==> src/rtl/lcd_scan_pkg.sv <==
package lcd_scan_pkg;
  typedef logic [1:0] lvl_t;

  // pol 0: positive half, pol 1: negative half
  function automatic lvl_t bp_level(input logic sel, input logic pol);
    if (!pol) return sel ? 2'd3 : 2'd1;
    else      return sel ? 2'd0 : 2'd2;
  endfunction

  function automatic lvl_t seg_level(input logic on, input logic pol);
    if (!pol) return on ? 2'd0 : 2'd2;
    else      return on ? 2'd3 : 2'd1;
  endfunction
endpackage

==> src/rtl/lcd_scan_timer.sv <==
module lcd_scan_timer #(
  parameter int ROW_W = 3
) (
  input  logic             clk_i,
  input  logic             rst_ni,
  input  logic             tick_i,
  input  logic [ROW_W-1:0] last_i,
  input  logic             master_i,
  input  logic             sync_i,
  output logic [1:0]       slot_o,
  output logic [ROW_W-1:0] row_o
);
  logic [1:0]       slot_q;
  logic [ROW_W-1:0] row_q;
  logic             sync_q;
  logic             resync;

  assign resync = !master_i && sync_i && !sync_q;

  always_ff @(posedge clk_i or negedge rst_ni) begin
    if (!rst_ni) begin
      slot_q <= 2'd0;
      row_q  <= {ROW_W{1'b0}};
      sync_q <= 1'b0;
    end else begin
      sync_q <= sync_i;
      if (resync) begin
        slot_q <= 2'd0;
        row_q  <= {ROW_W{1'b0}};
      end else if (tick_i) begin
        slot_q <= slot_q + 2'd1;
        if (slot_q == 2'd3)
          row_q <= (row_q >= last_i) ? {ROW_W{1'b0}} : row_q + 1'b1;
      end
    end
  end

  assign slot_o = slot_q;
  assign row_o  = row_q;
endmodule

==> src/rtl/lcd_bp_drive.sv <==
module lcd_bp_drive
  import lcd_scan_pkg::*;
#(
  parameter int N_BP  = 8,
  parameter int ROW_W = 3
) (
  input  logic [ROW_W-1:0]  row_i,
  input  logic [ROW_W-1:0]  last_i,
  input  logic              pol_i,
  output logic [2*N_BP-1:0] lvl_o
);
  for (genvar i = 0; i < N_BP; i++) begin : g_bp
    logic sel;
    assign sel = (row_i == ROW_W'(i)) && (ROW_W'(i) <= last_i);
    assign lvl_o[2*i +: 2] = bp_level(sel, pol_i);
  end
endmodule

==> src/rtl/lcd_seg_drive.sv <==
module lcd_seg_drive
  import lcd_scan_pkg::*;
#(
  parameter int N_BP  = 8,
  parameter int N_SEG = 24,
  parameter int ROW_W = 3
) (
  input  logic [N_BP*N_SEG-1:0] ram_i,
  input  logic [ROW_W-1:0]      row_i,
  input  logic                  pol_i,
  input  logic                  busy_i,
  output logic [2*N_SEG-1:0]    lvl_o
);
  logic [N_SEG-1:0] row_bits;

  always_comb begin
    row_bits = '0;
    for (int r = 0; r < N_BP; r++)
      if (row_i == ROW_W'(r)) row_bits = ram_i[r*N_SEG +: N_SEG];
  end

  for (genvar s = 0; s < N_SEG; s++) begin : g_seg
    assign lvl_o[2*s +: 2] = seg_level(row_bits[s] && !busy_i, pol_i);
  end
endmodule

==> src/rtl/lcd_scan_seq.sv <==
module lcd_scan_seq #(
  parameter int N_BP  = 8,
  parameter int N_SEG = 24,
  localparam int ROW_W = $clog2(N_BP)
) (
  input  logic                  clk_i,
  input  logic                  rst_ni,
  input  logic                  tick_i,
  input  logic [ROW_W-1:0]      bp_code_i,
  input  logic                  master_i,
  input  logic                  busy_i,
  input  logic                  sync_i,
  input  logic [N_BP*N_SEG-1:0] ram_i,
  output logic [2*N_BP-1:0]     bp_lvl_o,
  output logic [2*N_SEG-1:0]    seg_lvl_o,
  output logic                  bp1_oe_o,
  output logic                  sync_o
);
  logic [ROW_W-1:0] last_idx;
  logic [1:0]       slot;
  logic [ROW_W-1:0] row;
  logic             pol;

  // code 0 would mean a single backplane: clamp to two
  assign last_idx = (bp_code_i == '0) ? ROW_W'(1) : bp_code_i;
  assign pol      = slot[1];

  lcd_scan_timer #(.ROW_W(ROW_W)) i_timer (
    .clk_i, .rst_ni, .tick_i,
    .last_i(last_idx), .master_i, .sync_i,
    .slot_o(slot), .row_o(row)
  );

  lcd_bp_drive #(.N_BP(N_BP), .ROW_W(ROW_W)) i_bp (
    .row_i(row), .last_i(last_idx), .pol_i(pol), .lvl_o(bp_lvl_o)
  );

  lcd_seg_drive #(.N_BP(N_BP), .N_SEG(N_SEG), .ROW_W(ROW_W)) i_seg (
    .ram_i, .row_i(row), .pol_i(pol), .busy_i, .lvl_o(seg_lvl_o)
  );

  assign bp1_oe_o = master_i;
  assign sync_o   = master_i && (row == '0);
endmodule

==> config.mk <==
export PLATFORM = sky130hd
export DESIGN_NAME = lcd_scan_seq
export DESIGN_NICKNAME = d
export VERILOG_FILES = /design/src/rtl/lcd_scan_pkg.sv /design/src/rtl/lcd_scan_timer.sv /design/src/rtl/lcd_bp_drive.sv /design/src/rtl/lcd_seg_drive.sv /design/src/rtl/lcd_scan_seq.sv
export SDC_FILE = /design/constraint.sdc
export NUM_CORES = 1
export LEC_CHECK = 0
export ABC_AREA = 1
export ABC_CLOCK_PERIOD_IN_PS = 4500
export CORE_MARGIN = 8
export CORE_UTILIZATION = 40
export CTS_CLUSTER_DIAMETER = 80
export DETAILED_ROUTE_END_ITERATION = 10
export DONT_BUFFER_PORTS = 1
export PLACE_DENSITY_LB_ADDON = 0.15
export SLEW_MARGIN = 15
export SYNTH_ARGS = -nofsm -noshare
export SYNTH_HDL_FRONTEND = slang
export SYNTH_SLANG_ARGS = --single-unit
export TNS_END_PERCENT = 20
==> constraint.sdc <==
create_clock -name clk_i -period 4.5 [get_ports clk_i]
set_input_delay 0.45 -clock clk_i [delete_from_list [all_inputs] [get_ports clk_i]]
set_output_delay 0.45 -clock clk_i [all_outputs]
set_load 0.005 [all_outputs]
Word-level counts from Yosys, hierarchy flattened
Index checks and enable logic that the tools add are counted.

Register bits: 6. Bits of input ports: 201. Output and inout port bits: 66. Logic and storage cells: 176.

Add/sub/neg operators: 2. $lt $le $gt $ge: 9. Eq/ne operators: 8. Multiplexer cells: 111. Reductions and logical operators: 43.

Operators by type and width (number): two-way mux 2 bit (98); two-way mux 24 bit (8); logical AND 1 bit (35); two-way mux 3 bit (5); equality test 3 bit, second input constant (4); less-or-equal comparator 3 bit, first input constant (4); equality test 3 x 2 -> 1 bit, second input constant (2); less-or-equal comparator 1 x 3 -> 1 bit, first input constant (2); less-or-equal comparator 2 x 3 -> 1 bit, first input constant (2); logical NOT 3 bit (2); nonzero test 2 bit (2); adder 3 x 1 -> 3 bit, second input constant (1); equality test 3 x 1 -> 1 bit, second input constant (1); >= comparator 3 bit (1); logical NOT 1 bit (3); adder 2 x 1 -> 2 bit, second input constant (1); equality test 2 bit, second input constant (1); AND reduction 2 bit (1).

Logic depth before layout (Yosys ltp)
Gate-level depths: netlist (run 1).

Depth in word-level cells: 12. Depth in mapped cells: 17. Depth with buffers taken out: 15.

Cells and area by module
From an unflattened synthesis (run 1), not the netlist that was laid out.

Cell total of the unflattened synthesis: 608. Area total of the unflattened synthesis: 3133.0 um^2.

Modules (own cells, without submodules): lcd_seg_drive (times used 1, cells an instance 494, area each 2397.3 um^2, seq. area each 0.0 um^2); lcd_scan_timer (times used 1, cells an instance 46, area each 390.4 um^2, seq. area each 150.1 um^2); lcd_bp_drive (times used 1, cells an instance 58, area each 300.3 um^2, seq. area each 0.0 um^2); lcd_scan_seq (times used 1, cells an instance 10, area each 45.0 um^2, seq. area each 0.0 um^2).

Least setup slack after synthesis (run 1)
No wires, ideal clock.

Path type: register -> output. From: reg i_timer.row_q[2], in the netlist i_timer.row_o[2]. To: out seg_lvl_o[31]. Data arrival time: 1.923 ns. Required time: 4.050 ns. Setup slack: 2.127 ns. Cell stages (with the launch flop): 18. Path through: dfrtp_1 inv_1 clkbuf_1 ha_1 buf_2 inv_1 clkbuf_1 o21ai_0 inv_1 nand2_1 nand2_1 nand2_1 nand2_1 nand2_1 nand2_1 nand2_1 nand2_1 nand2_1.

Cells in the longest elaborated chain, start to end: 12. Elaborated cells on any way between the ends: 20. Those cells by class: eq/ne: 7; mux: 11; reduce/logical: 2.

Ends and longest elaborated chain: start, declared (line lcd_scan_timer.sv:14) `logic [ROW_W-1:0] row_q;`; start signal, assigned (line lcd_scan_timer.sv:23) `row_q <= {ROW_W{1'b0}};`; start signal, assigned (line lcd_scan_timer.sv:29) `row_q <= {ROW_W{1'b0}};`; start signal, assigned (line lcd_scan_timer.sv:33) `row_q <= (row_q >= last_i) ? {ROW_W{1'b0}} : row_q + 1'b1;`; logical NOT 3 bit (line lcd_seg_drive.sv:19) `if (row_i == ROW_W'(r)) row_bits = ram_i[r*N_SEG +: N_SEG];`; two-way mux 24 bit (7 in a row) (line lcd_seg_drive.sv:19); two-way mux 24 bit * (line lcd_seg_drive.sv:19); logical AND 1 bit * (line lcd_seg_drive.sv:23) `assign lvl_o[2*s +: 2] = seg_level(row_bits[s] && !busy_i, pol_i);`; two-way mux 2 bit (on tied branches) (line lcd_scan_pkg.sv:11, lcd_scan_pkg.sv:12); two-way mux 2 bit * (line lcd_scan_pkg.sv:11) `if (!pol) return on ? 2'd0 : 2'd2;`; end, declared (line lcd_scan_seq.sv:15) `output logic [2*N_SEG-1:0] seg_lvl_o,`.

Mark *: on every way between the ends. The rest lies on a longest branch, timed or not.

Worst setup path after layout (run 1)
From: reg i_timer.row_q[1], in the netlist i_timer.row_o[1]. To: out seg_lvl_o[45].

Same word-level chain as after synthesis.

==> impl_metrics.toml, run 1 <==
[outcome]
status = "finished clean"

[power_and_ir_drop]
vdd_drop_max_mv = 0.223
p_clk_frac = 0.042
p_int_uw = 751
switching_share = 0.654
pwr-share-comb = 0.917
p_leak_nw = 2.28
power_per_cell_area_nw_per_um2 = 612
p_total_mw = 2.17
switchingPower_mw = 1.42
p_seq_frac = 0.041

[finish]
fin_cells = 874
finalNetCount = 973
multiInputGateArea_um2 = 2700
layout.area.seq_um2 = 151
nFillCells = 1119
drive_above_1_share = 0.0512
syn2layout_area_growth_pct = -4.84

[sta]
hold_viol_final = 0
max_freq_mhz = 288
slew-limit-headroom = 0.281
slew_violations = 0
rsz0062_at_grt = "false"
min_period_ns = 3.47
tns_ns = 0
tightest_slew_ns = 1.08
setup-violations-final = 0
finalCritPeriodShare = 0.771
clock_skew_ns = 0.00890

[logic_synthesis]
ys_top_cells_by_area = "nand2_1, inv_1, nor2_1"
synth_edf_count = 0
syn-num-nets = 1037
synth.avg_cell_area_um2 = 4.51
synth_top_area_frac = 0.375
synth_area_um2 = 3720
synth_area_leader_cell = "nand2_1"
yosysMostFrequentCell = "nand2_1"
ys_types = 20
yosys_most_used_dff = "dfrtp_1"
ys_seq_elements = 6
async_reset_ff_frac = 1.00
ys_seq_area_frac = 0.0403
postSynthCellCount = 826
synth_warnings = 0
synthTopCellsByCount = "nand2_1, inv_1, nor2_1"

[clock_tree]
clockBufferDepth = 2
clkLatencyLatePin_ns = 0.23
clockRootBuffer = "clkbuf_8"
cts_inserted_buffers = 3
postCtsSetupBuffers = 0
clk_pin_slew_ns = 0.05
htree_levels = 1
cts_tree = "yes"
clock_sinks = 6

[die]
die_h_um = 113
core_area_um2 = 9150
start_util = 0.407
io_pins = 267
die_area_um2 = 12700
rows = 35
fp.dieW_um = 113

[global_route]
grt_util_met3 = 0.0569
grt.met1_usage = 0.224
grt_max_degree = 54
grt_use_met2 = 0.377
first_global_vias = 4313
globalRouteTotalUtil = 0.206
antenna_found_initial = 2
top_usage_layer = "met2"
grt_pass1_wl_mm = 21.5
grt.overflow.total = 0

[detailed_routing]
drtIter0Drc = 404
finalWirelength_mm = 13.7
via_per_inst = 5.05
vias = 4416
ant_nets = 0
dr.pass1.iters = 4
drc = 0
detail_route.wl_per_cell_um = 15.7

[setup_path]
arrival_ns = 3.02
worst-path-max-fanout = 25
startpoint_type = "flip-flop"
crit_required_ns = 4.05
critical_path_class = "flip-flop to output pin"
cp-end-kind = "output pin"

[placement]
dp.cells = 867
dpl.hpwl_mm = 10.9
numPortBuffers = 0
place.gp.congestion = 0.889

[hold_path]
hp-class = "primary input to flip-flop"

[job]
max-cap-violations = 0
## power groups by stage
stage	sequential (mW)	clock, mW	combinational (mW)
floorplan	0.105	0	1.73
global placement	0.0882	0	2.00
detailed placement	0.0897	0	2.03
CTS	0.0890	0.0914	2.04
global route	0.0918	0.0928	2.35
finish	0.0895	0.0906	1.99
## final timing paths
| path | start | endpoint | slack (ns) | cells past startpoint |
|---|---|---|---|---|
| setup / recovery | i_timer.row_o[1] | seg_lvl_o[45] | 1.03 | 14 |
| hold / removal | sync_i | i_timer.sync_q | 0.25 | 0 |
| setup reg to reg | i_timer.slot_o[1] | i_timer.row_o[2] | 2.60 | 6 |
| hold reg to reg | i_timer.sync_q | i_timer.slot_o[0] | 0.56 | 2 |
| max in group asynchronous | rst_ni | i_timer.slot_o[1] | 3.71 | 1 |
| min in group asynchronous | rst_ni | i_timer.row_o[1] | 0.54 | 1 |
## logic make-up after synthesis
kind of cell | Yosys count | share of synthesized area
xor+xnor | 9 | 0.0212
compound gates | 33 | 0.0460
fa+ha+maj | 10 | 0.0336
simple gates | 575 | 0.622
buf+inv | 193 | 0.237
flops | 6 | 0.0403
## stage by stage
stage               worst slack [ns]  area [um2]  hold WS, ns   util
floorplan                       2.13        3720        0.154      -
global placement                1.35        3480        0.155  0.380
CTS                             1.02        3540        0.250  0.386
detailed placement              1.28        3480        0.155  0.380
global route                   0.596        3540        0.248  0.387
finish                          1.03        3540        0.254  0.387
## final cells by class
class | instances | area share
Timing Repair Buffer | 11 | 0.0240
Inverter | 113 | 0.120
Sequential cell | 6 | 0.0427
Antenna cell | 2 | 0.00141
Clock buffer | 4 | 0.0127
Multi-Input combinational cell | 627 | 0.760
Tap cell | 111 | 0.0392
## state kept, by name (all words and copies together), names as in the netlist
register,cells
i_timer.row_o,3
i_timer.slot_o,2
i_timer.sync_q,1
## layer usage
metal / wire, um / up-vias
met5: 0 / -
met4: 251 / 0
met1: 5320 / 1909
met3: 1330 / 18
li1: - / 2278
met2: 6800 / 211
## worst max-delay path: stages, from the launching register on
cell     delay (ns)
dfrtp_1        0.40
ha_1           0.20
ha_1           0.69
inv_1          0.58
o21ai_0        0.23
inv_1          0.06
nand2_1        0.09
nand2_1        0.05
nand2_1        0.06
nand2_1        0.05
nand2_1        0.07
nand2_1        0.06
nand2_1        0.06
nand2_1        0.04
nand2_1        0.12
## placed cells by master, fill, tap and decap left out, types with 2 or more instances in the layout
cell	synthesis	layout
nand2_1	372	371
inv_1	113	113
nor2_1	101	101
nand3_1	74	74
o21ai_0	27	27
or2_2	24	24
ha_1	10	10
buf_4	38	10
xor2_1	8	8
dfrtp_1	6	5
nor3_1	3	3
a21oi_1	3	3
clkbuf_8	0	3
diode_2	0	2
## what timing repair did
action,CTS,global route
gates resized for setup,0,0
endpoints found under the hold margin,6,0
hold buffers,1,0
No activity file was read; power rests on OpenSTA's default activity.
==> run 2, diff against run 1 <==
ABC_CLOCK_PERIOD_IN_PS = 3450   (was 4500)
clock period = 3.45 ns   (was 4.5 ns; I/O delays follow)
==> run 2 against run 1 <==
Net effect: non-clock buffer count increased by 3; global-route usage about the same; clock power increased by 25%; hold slack got worse by 0.11 ns; wire length decreased by 0.33%; clock skew decreased by 0.0034 ns; register-to-register slack got worse by 0.75 ns; flip-flop and latch count unchanged; power increased by 32%; core utilization increased by 0.16 points; first-iteration DRC count decreased by 1.2%; die area unchanged; critical path type unchanged; largest power group unchanged; highest routed layer unchanged.
==> impl_metrics.toml, run 2 (synthesis results as in run 1) <==
[outcome]
status = "finished clean"

[placement]
dpl.hpwl_mm = 10.9
dp.cells = 870
numPortBuffers = 0
place.gp.congestion = 0.929

[die]
die_h_um = 113
die_area_um2 = 12700
core_area_um2 = 9150
rows = 35
start_util = 0.407
fp.dieW_um = 113
io_pins = 267

[sta]
slew-limit-headroom = 0.466
tns_ns = 0
rsz0062_at_grt = "false"
clock_skew_ns = 0.00554
setup-violations-final = 0
finalCritPeriodShare = 0.792
hold_viol_final = 0
slew_violations = 0
max_freq_mhz = 366
min_period_ns = 2.73
tightest_slew_ns = 0.800

[global_route]
grt_max_degree = 50
grt_pass1_wl_mm = 21.5
antenna_found_initial = 0
globalRouteTotalUtil = 0.205
grt.overflow.total = 0
first_global_vias = 4408

[finish]
largest_reg_flops = 3
diodes = 0
fin_cells = 875
drive_above_1_share = 0.0537
final_cell_mix = "nand2_1, inv_1, nor2_1, nand3_1, o21ai_0"
final_common_cell = "nand2_1"
syn2layout_area_growth_pct = -4.43
finalNetCount = 976
nFillCells = 1127

[power_and_ir_drop]
vdd_drop_max_mv = 0.340
p_leak_nw = 2.29
power_per_cell_area_nw_per_um2 = 801
p_total_mw = 2.85

[job]
max-cap-violations = 0

[setup_path]
worst-path-max-fanout = 25
cp-end-kind = "output pin"
startpoint_type = "flip-flop"
arrival_ns = 2.39
critical_path_class = "flip-flop to output pin"
crit_required_ns = 3.11

[clock_tree]
cts_inserted_buffers = 3
postCtsSetupBuffers = 0
clockRootBuffer = "clkbuf_8"
htree_levels = 1
cts_tree = "yes"
clockBufferDepth = 2
clk_pin_slew_ns = 0.04
clock_sinks = 6
clkLatencyLatePin_ns = 0.23

[detailed_routing]
dr.pass1.iters = 6
finalWirelength_mm = 13.7
drc = 0
detail_route.wl_per_cell_um = 15.6
drtIter0Drc = 399
vias = 4461
ant_nets = 0
via_per_inst = 5.10

[hold_path]
hp-class = "primary input to flip-flop"
[run 2: cell types whose count changed in the layout (fill, tap and decap cells not counted)]
cell | before | now
buf_4 | 10 | 13
diode_2 | 2 | 0
nand2_2 | 1 | 0
nand2_1 | 371 | 372
[run 2: per-stage QoR]
stage | setup slack (ns) | area (um2) | hold slack, ns | utilization
3_5_place_dp | 0.921 | 3500 | 0.0496 | 0.383
2_1_floorplan | 1.18 | 3720 | 0.0494 | -
6_report | 0.717 | 3560 | 0.143 | 0.389
3_3_place_gp | 1.01 | 3500 | 0.0496 | 0.383
4_1_cts | 0.673 | 3560 | 0.140 | 0.389
5_1_grt | 0.397 | 3560 | 0.137 | 0.389
[run 2: critical path, stage by stage, from the launching register on]
cell and delay [ns]:
dfrtp_1 0.41, ha_1 0.22, ha_1 0.21, inv_1 0.47, o21ai_0 0.18, inv_1 0.09, nand2_1 0.07, nand2_1 0.11
nand2_1 0.07, nand2_1 0.05, nand2_1 0.05, nand2_1 0.06, nand3_1 0.06, nand2_1 0.11
[run 2: final cells by class]
cell class | instances | area [um2] | share of cell area
sequential | 6 | 151 | 0.0425
timing repair buffer | 14 | 108 | 0.0302
clock buffer | 4 | 45.0 | 0.0127
tap | 111 | 139 | 0.0390
multi-input combinational | 627 | 2690 | 0.756
inverter | 113 | 424 | 0.119
[run 2: path summary, 6_finish.rpt]
path | from | end | slack [ns] | depth (start not counted)
min reg2reg | i_timer.sync_q | i_timer.slot_o[0] | 0.55 | 2
max reg2reg | i_timer.slot_o[1] | i_timer.row_o[2] | 1.85 | 6
min | sync_i | i_timer.sync_q | 0.14 | 0
min in group asynchronous | rst_ni | i_timer.sync_q | 0.44 | 1
max | i_timer.row_o[1] | seg_lvl_o[11] | 0.72 | 13
max in group asynchronous | rst_ni | i_timer.slot_o[1] | 2.75 | 1
[run 2: repair_timing]
item,in CTS,in global routing
gates resized for setup,0,0
hold endpoints to repair,6,0
hold buffers,1,0
[run 2: layer usage]
layer / up-vias / track usage / wire length, um
li1: 2284 / - / -
met1: 1914 / 0.221 / 5250
met2: 238 / 0.379 / 6580
met3: 25 / 0.0569 / 1460
met4: 0 / 0.0638 / 361
met5: - / 0 / 0
[run 2: power by group]
| part | internal, mW | total, mW | switching (mW) |
|---|---|---|---|
| clock | 0.0797 | 0.113 | 0.0331 |
| sequential | 0.0958 | 0.116 | 0.0206 |
| combinational | 0.822 | 2.62 | 1.80 |
